===== src/rtl/align_pkg.sv =====
package align_pkg;

  typedef enum logic [1:0] {
    SZ_BYTE = 2'b00,
    SZ_HALF = 2'b01,
    SZ_WORD = 2'b10,
    SZ_WRSV = 2'b11
  } acc_size_e;

  // Narrow accesses are the only ones that need lane handling.
  function automatic logic is_byte(input acc_size_e sz);
    return sz == SZ_BYTE;
  endfunction

  function automatic logic is_half(input acc_size_e sz);
    return sz == SZ_HALF;
  endfunction

endpackage


===== src/rtl/rd_lane_pick.sv =====
module rd_lane_pick #(
  parameter int DATA_W = 32,
  parameter int BYTE_W = 8,
  localparam int LANES  = DATA_W / BYTE_W,
  localparam int HALVES = LANES / 2,
  localparam int ADDR_W = $clog2(LANES)
) (
  input  logic [DATA_W-1:0]   bus_i,
  input  logic [ADDR_W-1:0]   addr_i,
  output logic [BYTE_W-1:0]   byte_o,
  output logic [2*BYTE_W-1:0] half_o
);

  logic [BYTE_W-1:0]   lane_q [LANES];
  logic [2*BYTE_W-1:0] half_q [HALVES];

  // Little-endian lane order: lane k holds bits [k*BYTE_W +: BYTE_W].
  for (genvar k = 0; k < LANES; k++) begin : g_lane
    assign lane_q[k] = bus_i[k*BYTE_W +: BYTE_W];
  end

  for (genvar h = 0; h < HALVES; h++) begin : g_half
    assign half_q[h] = bus_i[h*2*BYTE_W +: 2*BYTE_W];
  end

  assign byte_o = lane_q[addr_i];
  // The top address bit names the halfword; the lowest bit is ignored.
  assign half_o = half_q[addr_i[ADDR_W-1:1]];

endmodule


===== src/rtl/rd_extend.sv =====
module rd_extend
  import align_pkg::*;
#(
  parameter int DATA_W = 32,
  parameter int BYTE_W = 8
) (
  input  logic [DATA_W-1:0]   bus_i,
  input  logic [BYTE_W-1:0]   byte_i,
  input  logic [2*BYTE_W-1:0] half_i,
  input  acc_size_e           size_i,
  input  logic                signed_i,
  output logic                byte_fill_o,
  output logic                half_fill_o,
  output logic [DATA_W-1:0]   data_o
);

  // Fill bit used above the narrow datum: sign bit when signed, else 0.
  assign byte_fill_o = signed_i & byte_i[BYTE_W-1];
  assign half_fill_o = signed_i & half_i[2*BYTE_W-1];

  always_comb begin
    if (is_byte(size_i)) begin
      data_o = {{(DATA_W-BYTE_W){byte_fill_o}}, byte_i};
    end else if (is_half(size_i)) begin
      data_o = {{(DATA_W-2*BYTE_W){half_fill_o}}, half_i};
    end else begin
      data_o = bus_i;
    end
  end

endmodule


===== src/rtl/wr_replicate.sv =====
module wr_replicate
  import align_pkg::*;
#(
  parameter int DATA_W = 32,
  parameter int BYTE_W = 8,
  localparam int LANES  = DATA_W / BYTE_W,
  localparam int HALVES = LANES / 2
) (
  input  logic [DATA_W-1:0] val_i,
  input  acc_size_e         size_i,
  output logic [DATA_W-1:0] bus_o
);

  logic [DATA_W-1:0] byte_rep;
  logic [DATA_W-1:0] half_rep;

  for (genvar k = 0; k < LANES; k++) begin : g_brep
    assign byte_rep[k*BYTE_W +: BYTE_W] = val_i[BYTE_W-1:0];
  end

  for (genvar h = 0; h < HALVES; h++) begin : g_hrep
    assign half_rep[h*2*BYTE_W +: 2*BYTE_W] = val_i[2*BYTE_W-1:0];
  end

  always_comb begin
    if (is_byte(size_i))      bus_o = byte_rep;
    else if (is_half(size_i)) bus_o = half_rep;
    else                      bus_o = val_i;
  end

endmodule


===== src/rtl/mem_align_sel.sv =====
module mem_align_sel
  import align_pkg::*;
#(
  parameter int DATA_W = 32,
  parameter int BYTE_W = 8,
  localparam int LANES  = DATA_W / BYTE_W,
  localparam int ADDR_W = $clog2(LANES)
) (
  input  logic [DATA_W-1:0] rd_bus_i,
  input  logic [ADDR_W-1:0] addr_lo_i,
  input  logic [1:0]        size_i,
  input  logic              signed_i,
  input  logic [DATA_W-1:0] st_val_i,
  output logic [DATA_W-1:0] rd_data_o,
  output logic [DATA_W-1:0] wr_bus_o
);

  acc_size_e           size_e;
  logic [BYTE_W-1:0]   sel_byte;
  logic [2*BYTE_W-1:0] sel_half;
  logic                byte_fill;
  logic                half_fill;

  assign size_e = acc_size_e'(size_i);

  rd_lane_pick #(.DATA_W(DATA_W), .BYTE_W(BYTE_W)) pick_i (
    .bus_i  (rd_bus_i),
    .addr_i (addr_lo_i),
    .byte_o (sel_byte),
    .half_o (sel_half)
  );

  rd_extend #(.DATA_W(DATA_W), .BYTE_W(BYTE_W)) ext_i (
    .bus_i       (rd_bus_i),
    .byte_i      (sel_byte),
    .half_i      (sel_half),
    .size_i      (size_e),
    .signed_i    (signed_i),
    .byte_fill_o (byte_fill),
    .half_fill_o (half_fill),
    .data_o      (rd_data_o)
  );

  wr_replicate #(.DATA_W(DATA_W), .BYTE_W(BYTE_W)) rep_i (
    .val_i  (st_val_i),
    .size_i (size_e),
    .bus_o  (wr_bus_o)
  );

  // Port-level checks across the pick, extend and replicate pieces.
  always_comb begin
    if (size_e == SZ_BYTE) begin
      assert_byte_lane_R1: assert (rd_data_o[BYTE_W-1:0] == rd_bus_i[addr_lo_i*BYTE_W +: BYTE_W]);
      if (!signed_i) begin
        assert_byte_zero_R2: assert (rd_data_o[DATA_W-1:BYTE_W] == '0);
      end else begin
        assert_byte_sign_R3: assert (($countones(rd_data_o[DATA_W-1:BYTE_W]) == 0 && !rd_data_o[BYTE_W-1])
                                  || ($countones(rd_data_o[DATA_W-1:BYTE_W]) == DATA_W-BYTE_W && rd_data_o[BYTE_W-1]));
      end
      assert_byte_rep_R9: assert (wr_bus_o == {LANES{st_val_i[BYTE_W-1:0]}});
    end
    if (size_e == SZ_HALF) begin
      assert_half_fill_R5: assert ((!signed_i && rd_data_o[DATA_W-1:2*BYTE_W] == '0)
                                || (signed_i && $countones(rd_data_o[DATA_W-1:2*BYTE_W - 1]) inside {0, DATA_W-2*BYTE_W+1}));
      assert_half_rep_R8: assert (wr_bus_o[DATA_W-1:DATA_W/2] == wr_bus_o[DATA_W/2-1:0]);
    end
    if (size_e == SZ_WORD || size_e == SZ_WRSV) begin
      assert_word_rd_R6: assert (rd_data_o == rd_bus_i);
      assert_word_wr_R10: assert (wr_bus_o == st_val_i);
    end
  end

endmodule


===== config.mk =====
export PLATFORM = sky130hd
export DESIGN_NAME = mem_align_sel
export DESIGN_NICKNAME = d
export VERILOG_FILES = /design/src/rtl/align_pkg.sv /design/src/rtl/rd_lane_pick.sv /design/src/rtl/rd_extend.sv /design/src/rtl/wr_replicate.sv /design/src/rtl/mem_align_sel.sv
export SDC_FILE = /design/constraint.sdc
export NUM_CORES = 1
export LEC_CHECK = 0
export ABC_AREA = 1
export BUFFER_PORTS_ARGS = -buffer_cell sky130_fd_sc_hd__buf_4
export CAP_MARGIN = 20
export CELL_PAD_IN_SITES_DETAIL_PLACEMENT = 2
export CELL_PAD_IN_SITES_GLOBAL_PLACEMENT = 2
export CORE_MARGIN = 5
export CORE_UTILIZATION = 17
export DETAILED_ROUTE_END_ITERATION = 8
export GPL_ROUTABILITY_DRIVEN = 0
export PLACE_DENSITY_LB_ADDON = 0.1
export SYNTH_ARGS = -nofsm -noshare
export SYNTH_HDL_FRONTEND = slang
export SYNTH_HIERARCHICAL = 1
export SYNTH_SLANG_ARGS = --single-unit

===== constraint.sdc =====
create_clock -name vclk -period 3.4
set_clock_uncertainty 0.15 [all_clocks]
set_input_delay 0.68 -clock vclk [all_inputs]
set_output_delay 0.68 -clock vclk [all_outputs]
set_load 0.05 [all_outputs]

* Word-level counts from Yosys, hierarchy flattened
Index checks and enable logic that the tools add are counted.
Widths: inputs -> output; s select.
** Word-level totals
- Register bits after elaboration :: 0
- Logic and storage cells :: 18
- Output and inout port bits :: 64
** Cells by class
- Multiplexer cells :: 10
- Reduce and logical (&&, ||, !) cells :: 1
- Magnitude comparators :: 2
- Equality and inequality tests :: 1
- Bitwise gates (word level) :: 4
** Operators by type and width (count)
- $mux 32 :: 4
- $mux 16 :: 3
- $bmux 8 s2 :: 1
- $mux 8 :: 2
- $ge 3x3->1 const B :: 1
- $not 2->3 :: 1
- $and 1x1->1 :: 2
- $eq 2x1->1 const B :: 1
- $ge 2x2->1 const B :: 1
- $logic_not 2->1 :: 1
- $not 1->2 :: 1

* Logic depth before layout (Yosys ltp)
Gate-level depths: netlist of run 1.
- Word-level depth :: 7
- Gate-level depth with buffers :: 11
- Gate-level depth less buffers :: 8

* Modules after synthesis
Netlist of run 1, hierarchy kept.
** Modules (own cells, without submodules)
- rd_extend :: sequential area each 0.0 µm², cells each 108, instances 1, area an instance 550.5 µm²
- rd_lane_pick :: sequential area each 0.0 µm², cells each 110, instances 1, area an instance 509.2 µm²
- wr_replicate :: sequential area each 0.0 µm², cells each 87, instances 1, area an instance 430.4 µm²

* Worst setup path before layout of run 1
No wires, ideal clock.
- Path type :: input to output
- Start point :: input addr_lo_i[1]
- End point :: output rd_data_o[16]
- Arrival time :: 1.872 ns
- Path buffers :: 3
- Stages :: 11
- Setup slack :: 0.698 ns
- Cell sequence :: buf_6 -> inv_6 -> buf_6 -> nand2_1 -> nand3_1 -> nand2_1 -> nand2_1 -> inv_1 -> nand2_4 -> buf_6 -> nand3_1
** On the way
- Elaborated cells between the ends (all ways) :: 12
** RTL lines
- from (decl) :: line mem_align_sel.sv:10 : input logic [ADDR_W-1:0] addr_lo_i,
- $not 2->3 (implied by the code) :: line rd_lane_pick.sv:26 : assign byte_o = lane_q[addr_i];
- $bmux 8 s2 :: line rd_lane_pick.sv:26
- $mux 8 (implied by the code) (2 in a row) :: line rd_lane_pick.sv:26
- via sel_byte[7] :: line mem_align_sel.sv:19 : logic [BYTE_W-1:0] sel_byte;
- $and 1x1->1 :: line rd_extend.sv:18 : assign byte_fill_o = signed_i & byte_i[BYTE_W-1];
- via byte_fill :: line mem_align_sel.sv:21 : logic byte_fill;
- $mux 32 :: line rd_extend.sv:22 : if (is_byte(size_i)) begin
- to (decl) :: line mem_align_sel.sv:14 : output logic [DATA_W-1:0] rd_data_o,
The timed path passes the listed nets, and every way through them passes these cells. The select of a mux whose other input is x is not followed.

* Worst setup path after layout of run 1
- Start point :: input addr_lo_i[1]
- End point :: output rd_data_o[25]
** On the way
- Longest elaborated chain between the ends :: 7
- Elaborated cells between the ends (all ways) :: 12
** RTL lines
- $not 1->2 (implied by the code) :: line rd_lane_pick.sv:28 : assign half_o = half_q[addr_i[ADDR_W-1:1]];
- $mux 16 (implied by the code) (3 in a row) :: line rd_lane_pick.sv:28
- via sel_half[15] :: line mem_align_sel.sv:20 : logic [2*BYTE_W-1:0] sel_half;
- $and 1x1->1 :: line rd_extend.sv:19 : assign half_fill_o = signed_i & half_i[2*BYTE_W-1];
- via half_fill :: line mem_align_sel.sv:22 : logic half_fill;
- $mux 32 :: line rd_extend.sv:24 : end else if (is_half(size_i)) begin
- $mux 32 :: line rd_extend.sv:22
The timed path passes the listed nets, and every way through them passes these cells. The select of a mux whose other input is x is not followed.

==> impl_metrics.ini, run 1 <==
[status]
outcome = finished clean

[layout]
finalNetCount = 484
instances_no_fill = 521
multi_input_area_um2 = 1100
ff_latch_area_um2 = 0
design.seq.count = 0
fillers = 1143
diodes = 0
syn2layout_area_growth_pct = 61.5
nClkBuffers = 0
drive_above_1_share_pct = 36.1

[timing]
maxSlewViolCount = 0
worst_slew_pin_slew_ns = 0.463
fin_ws_ns = 0.575
finalSetupViolCount = 0
setup-tns-final_ns = 0
max_freq_mhz = 354
relSlewSlack_pct = 69.1
fin_crit_ns = 2.82
hold-worst-slack_ns = 1.49
finalCritPeriodShare_pct = 83.1
rsz0062_at_grt = false
finalHoldViolCount = 0

[routing]
first_iter_violations = 48
drtAntennaViolNets = 0
via_per_inst = 4.36
routedWlPerCell_um = 15.1
dr.pass1.iters = 4
route.detailed.drc = 0
vias = 2273
routed_wl_um = 7840

[power]
leakage_nw = 1.50
ir_drop_uv = 92.8
powerDensity_nw_per_um2 = 239
finalPower_mw = 0.575

[die]
row_count = 34
start_util_pct = 17.3
pin_count = 133
die_x_um = 104
core_um2 = 8640
die_y_um = 104
die_area_um2 = 10700

[grt]
grt_pass1_vias = 2485
grt_max_degree = 36
grt_overflow = 0
grt_usage_pct = 14.0
antenna_found_initial = 0
grt_pass1_wl_um = 12900

[placed_design]
hpwl_um = 6620
io_buffers = 133
dp.cells = 521
dp_slack_ns = 0.539

[synth]
yosysWarnings = 6
ys_top_cells_by_area = nand2_1 (33%), nand3_1 (26%), inv_1 (8.8%)
yosys.area.top_type_share_pct = 32.7
postSynthAreaPerCell_um2 = 4.89
ys_types = 20
mappedNetlistNets = 374
syn_area_um2 = 1490
synthCells = 305
seq_area_frac_synth_pct = 0
synth_area_leader_cell = nand2_1

[cts]
post_cts_buffers = 0
post_cts_resized = 0
postCtsHoldBufs = 0

[setup_path]
path_class = in -> out
critPathCaptureType = output pin
cp-start-kind = input pin
path_max_fanout = 17
arrival_ns = 1.99
worstPathRequired_ns = 2.57

[run]
maxCapViolations = 0

[hold_path]
hold_class = in -> out
[cell usage after synthesis (all sizes together)]
cell     n
nand2  132
nand3   80
inv     39
buf     27
and2    16
o21ai    8
nor2     3
[worst paths after layout]
path | start | endpoint | slack, ns | depth (start not counted)
hold / removal | st_val_i[6] | wr_bus_o[6] | 1.49 | 2
setup / recovery | addr_lo_i[1] | rd_data_o[25] | 0.58 | 9
[cells by family after synthesis]
kind of cell	after synthesis	share of synthesized area (%)
AOI/OAI and AO/OA	8	2.69
buffers and inverters	66	25.9
and+or+nand+nor	231	71.5
[layout make-up]
class | count | area share (%)
timing repair buffer | 135 | 42.1
inverter | 39 | 6.39
multi-input combinational | 239 | 45.9
tap | 108 | 5.61
[power by group]
group | total (mW) | internal [mW] | switching, mW | leakage, nW
clock network | 0 | 0 | 0 | 0
registers | 0 | 0 | 0 | 0
logic | 0.575 | 0.186 | 0.389 | 1.50
[critical path, cell delays in order]
cell and delay, ns:
buf_4 0.18, inv_6 0.14, nand2_1 0.09, and2_1 0.15, nand2_1 0.06, inv_1 0.04, nand2_2 0.29, nand3_1 0.13
buf_4 0.22
[per-stage QoR]
| stage | util (%) | instance area [um^2] |
|---|---|---|
| 2_1_floorplan | - | 1490 |
| 6_report | 27.9 | 2410 |
| 3_5_place_dp | 27.9 | 2410 |
| 3_3_place_gp | 27.9 | 2410 |
| 5_1_grt | 27.9 | 2410 |
| 4_1_cts | 27.9 | 2410 |
[layer usage]
metal / track usage [%] / share of wire, % / vias to the layer above
met2: 27.0 / 54 / 52
li1: - / - / 1161
met4: 0.750 / 0.62 / 0
met3: 1.87 / 3.8 / 4
met5: 0 / 0 / -
met1: 17.0 / 42 / 1056
[layout by cell type (no fill, tap or decap)]
cell     netlist  final
and2_2         1      1
inv_2          2      2
nor2_4         1      1
buf_4         12    135
nor2_8         1      1
o21ai_0        6      6
and2_1        15     15
nand2_2        1      1
nand3_2        4      4
inv_6          1      1
nand2_1      130    130
o21ai_1        2      2
nor2_2         1      1
nand2_4        1      1
nand3_1       76     76
inv_1         35     35
inv_4          1      1
Power figures use the tool's default switching activity.
==> inputs of run 2 (changes only) <==
Settings changed: ABC_AREA 1 to 0, CORE_UTILIZATION 17 to 19.
Clock period 3.4 ns to 2.9 ns, I/O delays scaled along.
==> run 2 against run 1 <==
Critical path depth down 3. Total power grew 20%. Worst setup slack got worse by 0.44 ns. Flip-flop and latch count unchanged. Clock-buffer cell count is the same. Critical path type unchanged. Critical endpoint is now rd_data_o[16].
==> impl_metrics.ini, run 2 <==
[routing]
route.detailed.drc = 0
vias = 1764
dr.pass1.iters = 3
routedWlPerCell_um = 16.9
routed_wl_um = 6580
first_iter_violations = 16
drtAntennaViolNets = 0
via_per_inst = 4.53

[layout]
ff_latch_area_um2 = 0
finalNetCount = 361
layout_commonest_cell = buf_4
syn2layout_area_growth_pct = 70.4
diodes = 0
instances_no_fill = 389
nClkBuffers = 0
final_cell_mix = buf_4 (140), nand2_1 (32), mux2_2 (32)
design.seq.count = 0
drive_above_1_share_pct = 65.2
final_core_util_pct = 33.4

[placed_design]
dp.cells = 389
io_buffers = 133
hpwl_um = 5550
dp_slack_ns = 0.127

[grt]
grt_pass1_vias = 1883
busiest_layer = met2
grt_overflow = 0
use_met2_pct = 25.5
gr-usage-met3_pct = 2.95
grt_usage_pct = 13.0
grt_max_degree = 40
antenna_found_initial = 0
use_met1_pct = 14.9
grt_pass1_wl_um = 10300

[die]
start_util_pct = 19.6
die_x_um = 96.8
pin_count = 133
row_count = 31
die_y_um = 96.8
die_area_um2 = 9370
core_um2 = 7290

[timing]
finalSetupViolCount = 0
relSlewSlack_pct = 72.3
fin_ws_ns = 0.133
max_freq_mhz = 361
finalHoldViolCount = 0
worst_slew_pin_slew_ns = 0.415
finalCritPeriodShare_pct = 95.4
maxSlewViolCount = 0
fin_crit_ns = 2.77
setup-tns-final_ns = 0
rsz0062_at_grt = false

[synth]
yosysWarnings = 6
synthCells = 173
mappedNetlistNets = 242
postSynthAreaPerCell_um2 = 8.27
syn_area_um2 = 1430

[power]
ir_drop_uv = 106
powerDensity_nw_per_um2 = 283
leakage_nw = 1.18
finalPower_mw = 0.691

[setup_path]
worstPathRequired_ns = 2.17
arrival_ns = 2.04
cp-start-kind = input pin
path_max_fanout = 16
critPathCaptureType = output pin
path_class = in -> out

[cts]
post_cts_resized = 0
postCtsHoldBufs = 0
post_cts_buffers = 0

[status]
outcome = finished clean

[hold_path]
hold_class = in -> out

[run]
maxCapViolations = 0
run 2: cell types whose count changed in the layout (fill, tap and decap cells not counted), moves of 15 or more:
cell | previous run | this run
mux2_2 | 0 | 32
nand3_1 | 76 | 0
a21oi_1 | 0 | 16
nand2_1 | 130 | 32
inv_1 | 35 | 0
and2_1 | 15 | 0
mux2i_1 | 0 | 16
run 2: layout make-up:
class	count	area (um^2)
Fill cell	883	4850
Tap cell	99	124
Timing Repair Buffer	142	1090
Multi-Input combinational cell	148	1220
run 2: power by group:
part	total [mW]	internal (mW)	switching (mW)
sequential	0	0	0
combinational	0.691	0.257	0.434
clock	0	0	0
total	0.691	0.257	0.434
run 2: final timing paths:
check	start	end	slack, ns	cells after the start
worst max-delay path	addr_lo_i[1]	rd_data_o[16]	0.13	6
worst min-delay path	st_val_i[3]	wr_bus_o[3]	1.29	2
run 2: layer usage:
| metal | vias up | wire length, um |
|---|---|---|
| li1 | 863 | - |
| met1 | 845 | 2630 |
| met2 | 54 | 3540 |
| met3 | 2 | 373 |
| met4 | 0 | 34 |
| met5 | - | 0 |
run 2: per-stage QoR:
step | hold slack, ns | instance area (um^2)
finish | 1.29 | 2440
global route | 1.30 | 2440
CTS | 1.30 | 2440
detailed placement | 1.30 | 2440
global placement | 1.29 | 2440
floorplan | 1.18 | 1430
run 2: critical path, cell delays in order:
cell and delay [ns]:
buf_4 0.11, mux4_1 0.64, mux2i_4 0.20, buf_12 0.18, o21ai_0 0.10, buf_4 0.22
==> inputs of run 3 (changes only) <==
Clock period 2.9 ns to 2.8 ns, I/O delays scaled along.
==> run 3 against run 2 <==
Final cell count rose by 1.5%. Largest power group unchanged. Critical path depth rose by 1. Flip-flop and latch count did not move. Worst setup slack got worse by 0.037 ns. Die area did not move. Total power rose by 5.9%.
==> impl_metrics.ini, run 3 (synthesized netlist as in run 2, its figures left out) <==
[routing]
routed_wl_um = 6860
first_iter_violations = 22
vias = 1782
routedWlPerCell_um = 17.4
dr.pass1.iters = 4
route.detailed.drc = 0
via_per_inst = 4.51
drtAntennaViolNets = 0

[hold_path]
hold_path_end = wr_bus_o[2]
min_from = st_val_i[2]
holdPathStages = 2
hold_class = in -> out

[placed_design]
place_area_um2 = 2510
hpwl_um = 5800
io_buffers = 133

[setup_path]
crit_slowest_cell = mux4_1
critPathCaptureType = output pin
max_stage_delay_ns = 0.61
worstPathRequired_ns = 2.09
cpLargestDelayFamily = buffers and inverters
cp-start-kind = input pin
path_max_fanout = 4
arrival_ns = 1.99
worstPathBufferInverterCount = 4
crit_path_frequent_cell = buf_4
path_class = in -> out
crit_chain = buf_4 -> mux4_1 -> buf_4 -> nand3b_1 -> buf_4 -> a21oi_2 -> buf_4

[grt]
grt_overflow = 0
grt_pass1_wl_um = 10900
grt_pass1_vias = 1912
antenna_found_initial = 0
grt_max_degree = 41
grt_usage_pct = 13.7

[status]
outcome = finished clean

[die]
row_count = 31
core_um2 = 7290
pin_count = 133
start_util_pct = 19.6
die_x_um = 96.8
die_area_um2 = 9370
die_y_um = 96.8

[layout]
design.seq.count = 0
layout_commonest_cell = buf_4
fin_area_um2 = 2510
ff_latch_area_um2 = 0
diodes = 0
syn2layout_area_growth_pct = 75.6
final_cell_mix = buf_4 (146), nand2_1 (32), mux2_2 (32)
drive_above_1_share_pct = 68.6
nClkBuffers = 0
finalNetCount = 367
final_core_util_pct = 34.5

[timing]
rsz0062_at_grt = false
fin_crit_ns = 2.70
max_freq_mhz = 370
finalHoldViolCount = 0
finalCritPeriodShare_pct = 96.5
relSlewSlack_pct = 78.5
worst_slew_pin_slew_ns = 0.323
finalSetupViolCount = 0
maxSlewViolCount = 0

[run]
maxCapViolations = 0

[power]
leakage_nw = 1.21
powerDensity_nw_per_um2 = 291
ir_drop_uv = 85.8

[cts]
postCtsHoldBufs = 0
[run 3: cell count changes in the layout (fill, tap and decap cells not counted)]
cell     change
a21oi_1      -8
a21oi_2      +8
buf_4        +6
[run 3: cell type report]
cell class,instances,area [um^2]
multi-input cells,148,1250
repair buffers,148,1140
fillers,883,4780
well taps,99,124
[run 3: routing by layer]
layer	up-vias	global-route usage, %	part of all wire, %
met5	-	0	0
met4	0	0	0
met3	0	1.73	3.3
met2	44	27.7	56
met1	864	16.2	41
li1	874	-	-
[run 3: through the flow]
step	power [mW]	hold WS [ns]	std cells	setup slack, ns	TNS [ns]
2_1_floorplan	0.487	1.14	173	-0.197	-1.18
3_3_place_gp	0.732	1.25	394	0.101	0
3_5_place_dp	0.739	1.26	394	0.0721	0
4_1_cts	0.741	1.26	394	0.0694	0
5_1_grt	0.772	1.26	395	0.0212	0
6_report	0.731	1.26	395	0.0969	0
[run 3: worst max-delay path by stage]
stage | from | end | slack, ns | depth (start not counted)
floorplan | addr_lo_i[0] | rd_data_o[16] | -0.20 | 4
global placement | addr_lo_i[1] | rd_data_o[17] | 0.10 | 6
detailed placement | addr_lo_i[1] | rd_data_o[17] | 0.07 | 6
CTS | addr_lo_i[1] | rd_data_o[17] | 0.07 | 6
global route | addr_lo_i[1] | rd_data_o[11] | 0.02 | 7
finish | addr_lo_i[1] | rd_data_o[11] | 0.1 | 7
[run 3: repair_timing]
item | in CTS | in global routing
buffers inserted | 0 | 1
endpoints found under the hold margin | 0 | 0
gates resized for setup | 0 | 0
endpoints found under the setup margin | 0 | 2
[run 3: power by group]
group | switching (mW) | internal, mW
clock | 0 | 0
combinational | 0.455 | 0.276
sequential | 0 | 0
total | 0.455 | 0.276
